--- config.mk ---
export PLATFORM = sky130hd
export DESIGN_NAME = cm_sysctl
export DESIGN_NICKNAME = d
export VERILOG_FILES = /design/src/rtl/cm_sysctl.sv
export SDC_FILE = /design/constraint.sdc
export NUM_CORES = 1
export LEC_CHECK = 0
export ABC_CLOCK_PERIOD_IN_PS = 4810
export BUFFER_PORTS_ARGS = -buffer_cell sky130_fd_sc_hd__buf_2
export CORE_ASPECT_RATIO = 1.5
export CORE_MARGIN = 3
export CORE_UTILIZATION = 61
export CTS_CLUSTER_SIZE = 30
export DETAILED_ROUTE_END_ITERATION = 12
export MAX_ROUTING_LAYER = met4
export PLACE_DENSITY = 0.84
export SLEW_MARGIN = 20
export SYNTH_ARGS = -nofsm -noshare
export SYNTH_HDL_FRONTEND = slang
export SYNTH_SLANG_ARGS = --single-unit
--- constraint.sdc ---
create_clock -name clk -period 4.81 [get_ports clk]
set_input_delay 0.481 -clock clk [delete_from_list [all_inputs] [get_ports clk]]
set_output_delay 0.481 -clock clk [all_outputs]
set_load 0.03 [all_outputs]
--- src/rtl/cm_sysctl.sv ---
module cm_sysctl #(
  parameter int          ADDR_W   = 8,
  parameter int          TICK_DIV = 1,
  parameter logic [15:0] LOCK_KEY = 16'hA05F,
  parameter logic [31:0] OSC_RST  = 32'h0100_0048,
  parameter logic [31:0] AUX_RST  = 32'h0007_FEFF,
  parameter logic [31:0] SDR_RST  = 32'h0001_1122,
  parameter logic [31:0] INI_RST  = 32'h0000_0112
) (
  input  logic              clk,
  input  logic              rst_n,
  input  logic              wr_en,
  input  logic              rd_en,
  input  logic [ADDR_W-1:0] addr,
  input  logic [31:0]       wdata,
  output logic [31:0]       rdata,
  output logic              remap_ram,
  output logic              led,
  output logic              reset_req,
  output logic              irq,
  output logic              fiq
);
  localparam logic [ADDR_W-1:0] W_OSC  = ADDR_W'(2);
  localparam logic [ADDR_W-1:0] W_CTL  = ADDR_W'(3);
  localparam logic [ADDR_W-1:0] W_KEY  = ADDR_W'(5);
  localparam logic [ADDR_W-1:0] W_AUX  = ADDR_W'(7);
  localparam logic [ADDR_W-1:0] W_SDR  = ADDR_W'(8);
  localparam logic [ADDR_W-1:0] W_INI  = ADDR_W'(9);
  localparam logic [ADDR_W-1:0] W_CNT  = ADDR_W'(10);
  localparam logic [ADDR_W-1:0] W_FSET = ADDR_W'(12);
  localparam logic [ADDR_W-1:0] W_FCLR = ADDR_W'(13);
  localparam logic [ADDR_W-1:0] W_NSET = ADDR_W'(14);
  localparam logic [ADDR_W-1:0] W_NCLR = ADDR_W'(15);
  localparam logic [ADDR_W-1:0] W_ISTA = ADDR_W'(16);
  localparam logic [ADDR_W-1:0] W_IRAW = ADDR_W'(17);
  localparam logic [ADDR_W-1:0] W_IEN  = ADDR_W'(18);
  localparam logic [ADDR_W-1:0] W_IDIS = ADDR_W'(19);
  localparam logic [ADDR_W-1:0] W_SSET = ADDR_W'(20);
  localparam logic [ADDR_W-1:0] W_SCLR = ADDR_W'(21);
  localparam logic [ADDR_W-1:0] W_FSTA = ADDR_W'(24);
  localparam logic [ADDR_W-1:0] W_FRAW = ADDR_W'(25);
  localparam logic [ADDR_W-1:0] W_FEN  = ADDR_W'(26);
  localparam logic [ADDR_W-1:0] W_FDIS = ADDR_W'(27);

  logic [ADDR_W-1:0] widx;
  logic [31:0] osc_q, aux_q, sdr_q, ini_q, cnt_q, flags_q, nv_q, ien_q, fen_q;
  logic [15:0] key_q;
  logic        lvl_q, unlocked, cnt_wr, tick;
  logic [31:0] raw, rd_mux;

  assign widx     = addr >> 2;
  assign unlocked = (key_q == LOCK_KEY);
  assign cnt_wr   = wr_en && (widx == W_CNT);
  assign raw      = {31'd0, lvl_q};

  generate
    if (TICK_DIV > 1) begin : g_pre
      localparam int PW = $clog2(TICK_DIV);
      logic [PW-1:0] pre_q;
      assign tick = (pre_q == PW'(TICK_DIV - 1));
      always_ff @(posedge clk) begin
        if (!rst_n || cnt_wr || tick) pre_q <= '0;
        else                          pre_q <= pre_q + 1'b1;
      end
    end else begin : g_nopre
      assign tick = 1'b1;
    end
  endgenerate

  always_ff @(posedge clk) begin
    if (!rst_n) begin
      osc_q <= OSC_RST;  aux_q <= AUX_RST;  sdr_q <= SDR_RST;  ini_q <= INI_RST;
      key_q <= '0;       cnt_q <= '0;       flags_q <= '0;     nv_q <= '0;
      ien_q <= '0;       fen_q <= '0;       lvl_q <= 1'b0;
      led <= 1'b0;       remap_ram <= 1'b0; reset_req <= 1'b0;
      irq <= 1'b0;       fiq <= 1'b0;
    end else begin
      reset_req <= wr_en && (widx == W_CTL) && wdata[3];
      irq       <= |(raw & ien_q);
      fiq       <= |(raw & fen_q);
      if (cnt_wr)    cnt_q <= wdata;
      else if (tick) cnt_q <= cnt_q + 32'd1;
      if (wr_en) begin
        case (widx)
          W_OSC:  if (unlocked) osc_q <= wdata;
          W_AUX:  if (unlocked) aux_q <= wdata;
          W_CTL:  begin led <= wdata[0]; remap_ram <= wdata[2]; end
          W_KEY:  key_q   <= wdata[15:0];
          W_SDR:  sdr_q   <= wdata;
          W_INI:  ini_q   <= wdata;
          W_FSET: flags_q <= flags_q | wdata;
          W_FCLR: flags_q <= flags_q & ~wdata;
          W_NSET: nv_q    <= nv_q | wdata;
          W_NCLR: nv_q    <= nv_q & ~wdata;
          W_IEN:  ien_q   <= ien_q | wdata;
          W_IDIS: ien_q   <= ien_q & ~wdata;
          W_FEN:  fen_q   <= fen_q | wdata;
          W_FDIS: fen_q   <= fen_q & ~wdata;
          W_SSET: if (wdata[0]) lvl_q <= 1'b1;
          W_SCLR: if (wdata[0]) lvl_q <= 1'b0;
          default: ;
        endcase
      end
    end
  end

  always_comb begin
    case (widx)
      W_OSC:          rd_mux = osc_q;
      W_CTL:          rd_mux = {29'd0, remap_ram, 1'b0, led};
      W_KEY:          rd_mux = {15'd0, unlocked, key_q};
      W_AUX:          rd_mux = aux_q;
      W_SDR:          rd_mux = sdr_q;
      W_INI:          rd_mux = ini_q;
      W_CNT:          rd_mux = cnt_q;
      W_FSET:         rd_mux = flags_q;
      W_NSET:         rd_mux = nv_q;
      W_ISTA:         rd_mux = raw & ien_q;
      W_FSTA:         rd_mux = raw & fen_q;
      W_IRAW, W_FRAW,
      W_SSET:         rd_mux = raw;
      W_IEN:          rd_mux = ien_q;
      W_FEN:          rd_mux = fen_q;
      default:        rd_mux = 32'd0;
    endcase
  end

  always_ff @(posedge clk) begin
    if (!rst_n)     rdata <= '0;
    else if (rd_en) rdata <= rd_mux;
  end

  a_r3_osc_locked: assert property (@(posedge clk) disable iff (!rst_n)
    !unlocked |=> ($stable(osc_q) && $stable(aux_q)));
  a_r4_ctrl_hold: assert property (@(posedge clk) disable iff (!rst_n)
    !wr_en |=> ($stable(led) && $stable(remap_ram)));
  a_r5_pulse_src: assert property (@(posedge clk) disable iff (!rst_n)
    reset_req |-> $past(wr_en));
  a_r7_set_keeps: assert property (@(posedge clk) disable iff (!rst_n)
    (wr_en && widx == W_FSET) |=> ((flags_q & $past(flags_q)) == $past(flags_q)));
  a_r12_irq_off: assert property (@(posedge clk) disable iff (!rst_n)
    $past(ien_q[0] == 1'b0) |-> !irq);
  a_r12_fiq_off: assert property (@(posedge clk) disable iff (!rst_n)
    $past(fen_q[0] == 1'b0) |-> !fiq);
endmodule

== Yosys cells after proc, flatten, opt, wreduce, memory -nomap -nowiden ==
Index checks and enable logic that the tools add are counted.
Word-level totals
  register bits: 342
  latch bits: 0
  memory bits (writable): 0
  ROM bits: 0
  input bits: 44
  output and inout port bits: 37
  logic and storage cells: 84
  memories: 0
Cells by class
  $add $sub $neg: 1
  multiply operators: 0
  div/mod/pow operators: 0
  order comparisons: 0
  equal/unequal tests: 24
  shift-type cells: 0
  multiplexer cells: 9
  bitwise operators: 11
  reductions and logical operators: 22
Operators by type and width (count)
  32-bit one-hot mux with 14 select lines: 1
  32-bit one-hot mux with 2 select lines: 4
  32-bit bitwise AND: 4
  32-bit bitwise OR: 4
  1-bit by 32-bit bitwise AND with 32-bit output: 2
  32-bit OR reduction: 2
  6-bit by 5-bit == test with 1-bit output, second input constant: 10
  6-bit by 4-bit == test with 1-bit output, second input constant: 7
  32-bit by 1-bit adder with 32-bit output, second input constant: 1
  32-bit two-way mux: 1
  32-bit NOT: 1
  16-bit == test, second input constant: 1
  2-bit AND reduction: 8
  6-bit by 2-bit == test with 1-bit output, second input constant: 2
  6-bit by 3-bit == test with 1-bit output, second input constant: 2
  2-bit nonzero test: 5
  3-bit AND reduction: 2
  2-bit != test, second input constant: 2
  4-bit AND reduction: 1
  1-bit logical AND: 3
  3-bit OR reduction: 1
  1-bit two-way mux: 2
  1-bit one-hot mux with 2 select lines: 1

== Logic depth before layout (Yosys ltp) ==
  depth in word-level cells: 3
  mapped depth: 9
  gate-level depth less buffers: 6

== Worst setup path after synthesis ==
OpenSTA, ideal clock, no wires.
  path kind: input-to-reg
  start point: input port addr[4]
  end point: register rdata[0]
  library setup time: 0.119 ns
  arrival: 1.947 ns
  required time: 4.691 ns
  setup slack: 2.744 ns
  stages: 6
  path buffers: 2
  cells stage by stage: buf_2 > buf_1 > mux2_2 > a221oi_1 > nand3_1 > o221a_2
On the way
  longest elaborated chain between the ends: 3
  elaborated cells between the ends (all ways): 18
  those cells by class: eq/ne: 16; mux: 1; reduce/logical: 1
Ends and longest elaborated chain
  start: declaration: RTL line 14  | input logic [ADDR_W-1:0] addr,
  6-bit by 5-bit == test with 1-bit output: RTL line 108  | case (widx)
  3-bit OR reduction: RTL line 108
  32-bit one-hot mux with 14 select lines *: RTL line 108
  end signal: assignment: RTL line 130  | else if (rd_en) rdata <= rd_mux;
  end: declaration: RTL line 16  | output logic [31:0] rdata,
Mark *: on every way between the ends. The rest lies on a longest branch, timed or not.
A chain may end at the register's enable or synchronous reset.

== Worst setup path after layout ==
  start point: input port addr[2]
  end point: register osc_q[20]
On the way
  longest elaborated chain between the ends: 2
Ends and longest elaborated chain
  6-bit by 2-bit == test with 1-bit output: RTL line 84  | case (widx)
  3-bit AND reduction (no source line)
  end signal: assignment: RTL line 85  | W_OSC: if (unlocked) osc_q <= wdata;
  end: declaration: RTL line 46  | logic [31:0] osc_q, aux_q, sdr_q, ini_q, cnt_q, flags_q, nv_q, ien_q, fen_q;
Every way passes these cells.

==> impl_metrics.env <==
export IMPL_crit_chain="buf_2 -> or4b_4 -> nor2_8 -> and3_1 -> buf_4 -> nand2_1 -> a21oi_1"
export IMPL_crit_path_top_delay_cell="or4b_4"
export IMPL_worstRegToRegCells=6
export IMPL_cts_sinks=342
export IMPL_synth_distinct_cells=71
export IMPL_n_fill_cell=1963
export IMPL_htreeDepth=2
export IMPL_ant_nets=0
export IMPL_p_per_area_nw_per_um2=352
export IMPL_fp_dieW_um=136
export IMPL_first_pass_iters=8
export IMPL_leakage_nw=5.89
export IMPL_gp_routability_congestion=0.889
export IMPL_reg2reg_setup_slack_ps=2240
export IMPL_max_freq_ghz=0.337
export IMPL_synth_area_leader_cell="dfxtp_1"
export IMPL_cts_tree="done"
export IMPL_cts_buffer_depth=3
export IMPL_grt_max_degree=188
export IMPL_yosysSeqAreaShare=0.445
export IMPL_startpoint_type="input pin"
export IMPL_synth_fp_nets=1839
export IMPL_grt_pass1_vias=13700
export IMPL_cp_slowest_stage_delay_ps=860
export IMPL_synthesis_instances=1794
export IMPL_nNetsFinal=1781
export IMPL_dp_hpwl_um=29100
export IMPL_pin_count=81
export IMPL_clk_latency_ps=520
export IMPL_num_vias=14400
export IMPL_avgSynthCellArea_um2=8.57
export IMPL_syn_cell_area_um2=15400
export IMPL_hold_viol=0
export IMPL_p_clk_frac=0.460
export IMPL_rsz0062_at_grt="no"
export IMPL_die_h_um=200
export IMPL_row_count=70
export IMPL_vdd_drop_max_mv=0.283
export IMPL_gr_total_overflow=0
export IMPL_io_buffers=78
export IMPL_combPwrFrac=0.052
export IMPL_drv_cap=0
export IMPL_synth_warnings=0
export IMPL_finClkSkew_ps=8.99
export IMPL_crit_path_end="osc_q[20]"
export IMPL_synth_edf_count=0
export IMPL_status="completed"
export IMPL_antenna_found_initial=4
export IMPL_finalPower_mw=5.88
export IMPL_hp_class="input pin to register"
export IMPL_numCtsBuffers=34
export IMPL_path_delay_family="simple AND/OR/NAND/NOR gates"
export IMPL_path_buf_inv=2
export IMPL_regToRegStartpoint="key_q[10]"
export IMPL_seq_power_share=0.487
export IMPL_p_sw_mw=1.36
export IMPL_hold_buffers=0
export IMPL_dr_first_iter_drc_count=1703
export IMPL_grt_util_all_layers=0.348
export IMPL_p_int_mw=4.52
export IMPL_viasPerCell=6.89
export IMPL_core_area_um2=24600
export IMPL_swShare=0.231
export IMPL_ys_flop_type="dfxtp_1"
export IMPL_cp_depth=7
export IMPL_tightest_slew_ps=1140
export IMPL_grt_pass1_wl_um=74100
export IMPL_crit_arrival_ps=3390
export IMPL_r2r_end="osc_q[20]"
export IMPL_avgRoutedWirePerCell_um=22.8
export IMPL_netlist_area_leader_share=0.445
export IMPL_async_reset_ff_frac=0
export IMPL_finalWirelength_um=47600
export IMPL_critPathMaxFanout=42
export IMPL_critical_path_required_ps=5230
export IMPL_area_delta_synth_final_pct=8.53
export IMPL_startpoint="addr[2]"
export IMPL_synth_ff_latch_count=342
export IMPL_cts_setup_buffers=0
export IMPL_timing_final_max_slew_violations=0
export IMPL_setup_violations_final=0
export IMPL_cp_end_kind="register"
export IMPL_slew_headroom=0.239
export IMPL_post_cts_resized=0
export IMPL_path_class="input pin to register"
export IMPL_fin_crit_sh=0.617
export IMPL_drive_gt1_frac=0.130
export IMPL_drc=0
export IMPL_fin_tns_setup_ps=0
export IMPL_initial_core_util=0.625
export IMPL_min_period_ps=2970
export IMPL_synthTopCellsByArea="dfxtp_1, a21oi_1, nand2_1"
export IMPL_cts_root_buf="clkbuf_16"
export IMPL_clk_pin_slew_ps=60
export IMPL_multi_input_comb_area_um2=7630
export IMPL_seq_area_um2=6850
export IMPL_die_area_um2=27200
## cells in the mapped netlist (all sizes together), types with 2 or more instances
master,instances
a2111oi,9
a211oi,9
a21oi,267
a221oi,15
a222oi,22
a22oi,53
a311oi,128
a31oi,12
a32o,5
and2,20
and3,18
and3b,2
buf,90
clkbuf,113
dfxtp,342
inv,4
mux2,17
mux2i,38
nand2,341
nand2b,5
nand3,55
nand3b,3
nand4,16
nor2,24
nor2b,31
nor3,32
nor3b,4
nor4,6
nor4b,4
o211a,4
o21a,9
o21ai,28
o221a,14
o2bb2ai,5
or2,2
or3,3
or4,2
or4b,2
xnor2,8
xor2,17
## worst register-to-register path, delay by kind of cell, from the launching register on
family	cells	cell delay, ps
buf+inv	1	430
flops	1	330
simple gates	4	1550
compound gates	1	170
## kinds of logic (layout without fill, tap and decap cells)
kind of cell             count (synthesis)  count (layout)  share of synthesized area
multiplexers                            55              55                     0.0372
XOR/XNOR                                25              25                     0.0142
AND/OR/NAND/NOR                        574             574                      0.179
AO/OA/AOI/OAI                          589             589                      0.264
buffers and inverters                  208             174                     0.0604
flip-flops                             342             342                      0.445
adder cells (fa/ha/maj)                  1               1                   0.000813
other                                    0               5                          0
## how the worst min path moves through the flow
stage                         start        end  slack [ps]  cells after the start
after floorplan           aux_q[31]  aux_q[31]         430                      2
after global placement    aux_q[20]  aux_q[20]         440                      2
after detailed placement  osc_q[16]  osc_q[16]         440                      2
after CTS                 wdata[29]  ini_q[29]         310                      3
after global routing      wdata[25]  osc_q[25]         320                      3
final                     wdata[18]  sdr_q[18]         320                      3
## cell type report
cell class | count | area share
diodes | 5 | 0.000750
multi-input cells | 1244 | 0.457
flip-flops and latches | 342 | 0.410
repair buffers | 109 | 0.0381
clock buffers | 53 | 0.0627
well taps | 324 | 0.0243
clock inverters | 7 | 0.00547
inverters | 5 | 0.00157
## through the flow
stage / hold WS (ps) / instance area [um2] / cells / utilization / setup slack (ps)
floorplan: 427 / 15400 / 1794 / - / 2740
global placement: 436 / 15500 / 2024 / 0.631 / 1380
detailed placement: 445 / 15500 / 2024 / 0.631 / 1390
CTS: 308 / 16700 / 2084 / 0.678 / 1910
global route: 318 / 16700 / 2088 / 0.678 / 1760
finish: 325 / 16700 / 2089 / 0.678 / 1840
## power by group through the flow
| stage | sequential [mW] | clock, mW | combinational (mW) |
|---|---|---|---|
| CTS | 2.86 | 2.71 | 0.296 |
| global route | 2.87 | 2.84 | 0.320 |
| finish | 2.87 | 2.71 | 0.308 |
| global placement | 2.93 | 0 | 0.290 |
| floorplan | 2.92 | 0 | 0.201 |
| detailed placement | 2.93 | 0 | 0.294 |
## placed cells by master, fill, tap and decap left out, types with 10 or more instances in the layout
master,count
dfxtp_1,342
nand2_1,334
a21oi_1,253
a311oi_1,128
buf_2,78
nand3_1,53
a22oi_1,53
mux2i_1,38
clkbuf_16,37
nor2b_1,30
buf_4,30
nor3_1,29
o21ai_0,28
nor2_1,23
a222oi_1,22
and2_1,18
and3_1,17
xor2_1,17
mux2_2,17
nand4_1,15
a221oi_1,15
a21oi_2,14
a31oi_1,12
o221a_2,11
clkbuf_1,10
## per-layer routing
metal	part of all wire	GRT usage	up-vias	routed length [um]
met1	0.36	0.408	6793	17100
met3	0.097	0.0629	240	4620
met5	0	-	-	0
met4	0.069	0.219	0	3280
li1	-	-	6480	-
met2	0.47	0.549	876	22600
Power figures use the tool's default switching activity.
